### config.mk
export PLATFORM = sky130hd
export DESIGN_NAME = xlat_unit
export DESIGN_NICKNAME = d
export VERILOG_FILES = /design/src/rtl/xlat_pkg.sv /design/src/rtl/xlat_pt_regs.sv /design/src/rtl/xlat_perm_check.sv /design/src/rtl/xlat_unit.sv
export SDC_FILE = /design/constraint.sdc
export NUM_CORES = 2
export LEC_CHECK = 0
export ABC_AREA = 0
export BUFFER_PORTS_ARGS = -buffer_cell sky130_fd_sc_hd__buf_4
export CAP_MARGIN = 30
export CELL_PAD_IN_SITES_DETAIL_PLACEMENT = 1
export CELL_PAD_IN_SITES_GLOBAL_PLACEMENT = 1
export CORE_MARGIN = 8
export CORE_UTILIZATION = 40
export DETAILED_ROUTE_END_ITERATION = 10
export GPL_ROUTABILITY_DRIVEN = 0
export GPL_TIMING_DRIVEN = 0
export MAX_ROUTING_LAYER = met4
export PLACE_DENSITY = 0.65
export SYNTH_ARGS = -nofsm -noshare
export SYNTH_HDL_FRONTEND = slang
export SYNTH_HIERARCHICAL = 1
export SYNTH_SLANG_ARGS = --single-unit
### constraint.sdc
create_clock -name clk -period 3 [get_ports clk]
set_input_delay 0.15 -clock clk [delete_from_list [all_inputs] [get_ports clk]]
set_output_delay 0.15 -clock clk [all_outputs]
set_load 0.05 [all_outputs]
### src/rtl/xlat_pkg.sv
package xlat_pkg;

  typedef enum logic [1:0] {
    ACC_READ  = 2'b00,
    ACC_WRITE = 2'b01,
    ACC_FETCH = 2'b10,
    ACC_RSVD  = 2'b11
  } acc_kind_e;

  typedef enum logic [1:0] {
    CAUSE_NONE   = 2'b00,
    CAUSE_ABSENT = 2'b01,
    CAUSE_DPROT  = 2'b10,
    CAUSE_XPROT  = 2'b11
  } cause_e;

  typedef struct packed {
    logic present;
    logic dirty;
    logic rd;
    logic wr;
    logic ex;
  } pte_flags_t;

endpackage

### src/rtl/xlat_pt_regs.sv
module xlat_pt_regs
  import xlat_pkg::*;
#(
  parameter int NUM_ENT = 64,
  parameter int PPN_W   = 12,
  localparam int IDX_W  = $clog2(NUM_ENT)
) (
  input  logic             clk,
  input  logic             rst_n,
  input  logic             wr_en,
  input  logic [IDX_W-1:0] wr_idx,
  input  logic [PPN_W-1:0] wr_ppn,
  input  logic             wr_present,
  input  logic [2:0]       wr_perm,
  input  logic             dset_en,
  input  logic [IDX_W-1:0] dset_idx,
  input  logic [IDX_W-1:0] rd_idx,
  output logic [PPN_W-1:0] rd_ppn,
  output pte_flags_t       rd_flags
);

  logic [PPN_W-1:0] ppn_all [NUM_ENT];
  pte_flags_t       flg_all [NUM_ENT];

  for (genvar g = 0; g < NUM_ENT; g++) begin : g_ent
    logic [PPN_W-1:0] ppn_q, ppn_d;
    pte_flags_t       flg_q, flg_d;
    logic             load, mark;

    assign load = wr_en   && (wr_idx   == IDX_W'(g));
    assign mark = dset_en && (dset_idx == IDX_W'(g));

    // Load port takes priority over the dirty update
    always_comb begin
      ppn_d = ppn_q;
      flg_d = flg_q;
      if (load) begin
        ppn_d = wr_ppn;
        flg_d = '{present: wr_present, dirty: 1'b0,
                  rd: wr_perm[0], wr: wr_perm[1], ex: wr_perm[2]};
      end else if (mark) begin
        flg_d.dirty = 1'b1;
      end
    end

    always_ff @(posedge clk or negedge rst_n) begin
      if (!rst_n) begin
        ppn_q <= '0;
        flg_q <= '0;
      end else if (load || mark) begin
        ppn_q <= ppn_d;
        flg_q <= flg_d;
      end
    end

    assign ppn_all[g] = ppn_q;
    assign flg_all[g] = flg_q;
  end

  assign rd_ppn   = ppn_all[rd_idx];
  assign rd_flags = flg_all[rd_idx];

endmodule

### src/rtl/xlat_perm_check.sv
module xlat_perm_check
  import xlat_pkg::*;
(
  input  logic       in_range,
  input  pte_flags_t flags,
  input  acc_kind_e  kind,
  output cause_e     cause
);

  always_comb begin
    if (!in_range || !flags.present) begin
      cause = CAUSE_ABSENT;
    end else begin
      unique case (kind)
        ACC_WRITE: cause = flags.wr ? CAUSE_NONE : CAUSE_DPROT;
        ACC_FETCH: cause = flags.ex ? CAUSE_NONE : CAUSE_XPROT;
        default:   cause = flags.rd ? CAUSE_NONE : CAUSE_DPROT;
      endcase
    end
  end

endmodule

### src/rtl/xlat_unit.sv
module xlat_unit
  import xlat_pkg::*;
#(
  parameter int VA_W    = 32,
  parameter int PA_W    = 28,
  parameter int OFS_W   = 16,
  parameter int NUM_ENT = 64,
  localparam int VPN_W  = VA_W - OFS_W,
  localparam int PPN_W  = PA_W - OFS_W,
  localparam int IDX_W  = $clog2(NUM_ENT)
) (
  input  logic             clk,
  input  logic             rst_n,
  input  logic             req_valid,
  input  logic [VA_W-1:0]  req_vaddr,
  input  logic [1:0]       req_kind,
  input  logic             wr_en,
  input  logic [IDX_W-1:0] wr_idx,
  input  logic [PPN_W-1:0] wr_ppn,
  input  logic             wr_present,
  input  logic [2:0]       wr_perm,
  output logic             rsp_valid,
  output logic [PA_W-1:0]  rsp_paddr,
  output logic [1:0]       rsp_cause,
  output logic             rsp_dirty
);

  logic [VPN_W-1:0] vpn;
  logic             in_range;
  logic [IDX_W-1:0] idx;
  acc_kind_e        kind;
  cause_e           cause;
  logic [PPN_W-1:0] lk_ppn;
  pte_flags_t       lk_flags;
  logic             dset_en;

  assign vpn      = req_vaddr[VA_W-1:OFS_W];
  assign in_range = vpn < VPN_W'(NUM_ENT);
  assign idx      = vpn[IDX_W-1:0];
  assign kind     = acc_kind_e'(req_kind);

  xlat_pt_regs #(.NUM_ENT(NUM_ENT), .PPN_W(PPN_W)) u_table (
    .clk        (clk),
    .rst_n      (rst_n),
    .wr_en      (wr_en),
    .wr_idx     (wr_idx),
    .wr_ppn     (wr_ppn),
    .wr_present (wr_present),
    .wr_perm    (wr_perm),
    .dset_en    (dset_en),
    .dset_idx   (idx),
    .rd_idx     (idx),
    .rd_ppn     (lk_ppn),
    .rd_flags   (lk_flags)
  );

  xlat_perm_check u_perm (
    .in_range (in_range),
    .flags    (lk_flags),
    .kind     (kind),
    .cause    (cause)
  );

  assign dset_en = req_valid && (cause == CAUSE_NONE) && (kind == ACC_WRITE);

  // Response next state
  logic            valid_d, dirty_d;
  logic [PA_W-1:0] paddr_d;
  logic [1:0]      cause_d;

  always_comb begin
    valid_d = req_valid;
    paddr_d = '0;
    dirty_d = 1'b0;
    cause_d = CAUSE_NONE;
    if (req_valid) begin
      cause_d = cause;
      if (cause == CAUSE_NONE) begin
        paddr_d = {lk_ppn, req_vaddr[OFS_W-1:0]};
        dirty_d = lk_flags.dirty;
      end
    end
  end

  always_ff @(posedge clk or negedge rst_n) begin
    if (!rst_n) begin
      rsp_valid <= 1'b0;
      rsp_paddr <= '0;
      rsp_cause <= '0;
      rsp_dirty <= 1'b0;
    end else begin
      rsp_valid <= valid_d;
      rsp_paddr <= paddr_d;
      rsp_cause <= cause_d;
      rsp_dirty <= dirty_d;
    end
  end

endmodule

==> summary.md <==
| Metric | Value |
|---|---|
| Status | finished, violations left |
| Failing checks | negative setup slack |
| Mapped cell area | around 51,000 sq um |
| Flops & latches, synth | 1,120 |
| Slew margin rel. | a little over a quarter |
| Final setup violation count | 64 |
| WL final | ~180 mm |
| Most frequent CP cell | buf_6 |
| Total power | ~40 mW |
| Final Cell Area | just over 60,000 sq um |
| EDFF count, synth | 0 |
| Largest net degree at the start of global routing | between 150 and 200 |
| WHS | approximately 29 ps |
| Hold Crit Class | input pin to flop |
| Most frequent cells in the layout | 1,120 x dfrtp_1, 1,027 x mux2_2, 244 x mux4_2 |
| Vias in the first global route | ~34,000 |
| Fin. Hold Viols | 0 |
| Part of the Yosys area used for sequential elements | 54.5% |
| Max VDD drop | 447 uV |
| Die Ht | ~370 microns |
| Die area | 140,000 sq um |
| Area grow syn2layout | 17.8% |
| Layout Nets | 3,725 |
| # DRC | 0 |
| Hpwl dp | between 100 and 150 mm |
| Total CTS buffers | approximately 130 |
| CP max stage cell | a31oi_2 |
| Period utilisation layout | 122% |
| Max cap viols | 0 |
| Placed cells | 5,127 |
| FF+latch area | 28,000 sq um |
| Cell Pwr Density | roughly 660 nW/um^2 |
| Die Span X | about 370 microns |
| Critical-path cell list | buf_4, buf_12, buf_6, buf_6, dlymetal6s2s_1, buf_12, clkbuf_8, nand2_1, a31oi_2, o21ai_4, o21ai_2, nor2b_1, o311a_4, nor3b_4, clkbuf_8, and3b_2, nor3b_4, buf_6, a21oi_2, a21oi_1 |
| Final min period | roughly 3700 ps |
| CTS max path bufs | 3 |
| RSZ-0062 raised after global routing | true |
| Number of vias in the routed layout | between 30,000 and 40,000 |
| Clock Skews | 33.2 ps |
| Drt first pass iters | 5 |
| CP max stage delay | about 420 ps |
| Worst path arrival time | approximately 4400 ps |
| Crit-path max FO | 10 |
| Initial antenna violation count | 20 |
| H-Tree Depth | 4 |
| Number of vias per cell | around 6 |
| CTS tree | yes |
| Worst setup margin | -661 ps |
| IO buf count | between 60 and 70 |
| CTS sink count | between 1,000 and 1,500 |
| Tightest Pin Transition | between 1000 and 1500 ps |
| Mean Syn Cell Area | approximately 15 sq um |
| Critical Path Sink Type | flop |
| Mapped Cells | ~3,400 |
| Worst-Skew Late Latency | roughly 770 ps |
| Ys Warns | 6 |
| Placed cell area | around 55,000 sq um |
| Starting Density | between 40 and 50% |
| Syn_nets | about 3,400 |
| Rows | between 100 and 150 |
| Async SR Flop Fraction | 100% |
| GRT Resource Usage Total | 27.0% |
| CTS clk-pin slew, worst paths | ~60 ps |
| Primary FF master, synth | dfrtp_1 |
| Share of cells above drive strength 1 | between 50% and 60% |
| First-pass GRT wire length | ~270 mm |
| Final slew viol count | 0 |
| Post-synth cell types | 64 |
| Non-Filler Instances | roughly 5,400 |
| Final core utilization | ~48% |
| Clock Tree Root | clkbuf_16 |
| Worst path required time | between 3000 and 4000 ps |
| DR WL/cell | around 34 microns |
| LEAKAGE | approximately 28 nW |
| Core Area | around 130,000 sq um |
| F_max | roughly 270 MHz |
| FILL cells | 12,300 |
| Number of nets with antenna violations after detailed routing | 0 |
| Startpoint types | input pin |
| Setup CP Type | input pin to flop |
| Area of the multi-input gates | ~22,000 sq um |
| IO Pins | a little over 90 |
| GRT overflow | 0 |
| Commonest non-fill, non-tap cell in the layout | dfrtp_1 |
| DR iter-0 viols | roughly 3,200 |
==> registers in the layout, indices dropped and copies added (netlist names) <==
| register | cells |
|---|---|
| u_table/g_ent.ppn_q | 768 |
| u_table/flg_all | 320 |
| rsp_valid | 1 |
| rsp_paddr | 28 |
| rsp_cause | 2 |
| rsp_dirty | 1 |
==> logic make-up after synthesis <==
family,after synthesis,share of synthesized area (%)
AO/OA/AOI/OAI,262,3.10
adder cells (fa/ha/maj),2,0.0486
buffers and inverters,312,3.23
flip-flops,1120,54.5
multiplexers,1375,35.8
AND/OR/NAND/NOR,286,3.31
==> metrics by stage <==
step                TNS, ps  worst slack, ps
finish               -35880             -661
global placement          -           -12200
floorplan             -95.1            -20.2
CTS                  -29570             -560
global route         -36660             -662
detailed placement  -213240            -2780
==> cell usage after synthesis, types with 34 or more instances <==
| cell type | number | area share, % |
|---|---|---|
| mux2i_1 | 69 | 1.3 |
| clkbuf_1 | 131 | 0.96 |
| a21oi_1 | 122 | 1.2 |
| buf_4 | 48 | 0.70 |
| nor2_1 | 62 | 0.45 |
| dfrtp_1 | 1120 | 54 |
| mux2_2 | 1028 | 23 |
| buf_2 | 83 | 0.81 |
| o21ai_0 | 40 | 0.39 |
| nand2_1 | 72 | 0.53 |
| and2_1 | 34 | 0.41 |
| mux4_2 | 243 | 11 |
==> layer usage <==
layer	GRT usage [%]	part of all wire [%]	routed length [microns]	up-vias
met4	11.1	4.7	8640	0
met1	37.9	44	81400	17900
met3	5.23	7.5	13900	353
li1	-	-	-	13100
met2	38.5	44	80800	1258
met5	-	0	0	-
==> final timing paths <==
kind                                             from                     endpoint  depth (start not counted)  slack, ps
max in group asynchronous                       rst_n         u_table/flg_all[159]                          5        700
hold reg to reg            u_table/g_ent[47].ppn_q[9]   u_table/g_ent[47].ppn_q[9]                          1        480
setup reg to reg                 u_table/flg_all[149]         u_table/flg_all[273]                         14       -610
setup / recovery                        req_vaddr[16]         u_table/flg_all[273]                         20       -660
hold / removal                              wr_ppn[9]   u_table/g_ent[46].ppn_q[9]                          2         30
min in group asynchronous                       rst_n  u_table/g_ent[58].ppn_q[10]                          3        110
==> layout make-up <==
| type | count | share of cell area (%) |
|---|---|---|
| Sequential cell | 1120 | 46.2 |
| Multi-Input combinational cell | 1925 | 36.6 |
| Clock buffer | 190 | 6.43 |
| Tap cell | 1662 | 3.43 |
| Buffer | 309 | 3.22 |
| Timing Repair Buffer | 173 | 3.08 |
| Clock inverter | 45 | 0.960 |
| Antenna cell | 15 | 0.0619 |
| Inverter | 3 | 0.0186 |
==> where the power goes <==
group	switching (mW)	internal, mW
clock network	6.64	9.98
logic	2.73	2.74
registers	0.949	16.9
==> worst max-delay path: cells and delay by family <==
family | cells | cell delay [ps]
buffers and inverters | 9 | 1730
AO/OA/AOI/OAI | 6 | 1330
AND/OR/NAND/NOR | 5 | 1060
==> timing repair <==
item	in CTS	in global routing
endpoints found under the hold margin	271	1
setup buffers	13	3
hold buffers	42	1
cloned	2	0
pin swaps	30	13
setup endpoints to repair	95	84
gates resized for setup	98	27
(Power assumes the default switching activity.)
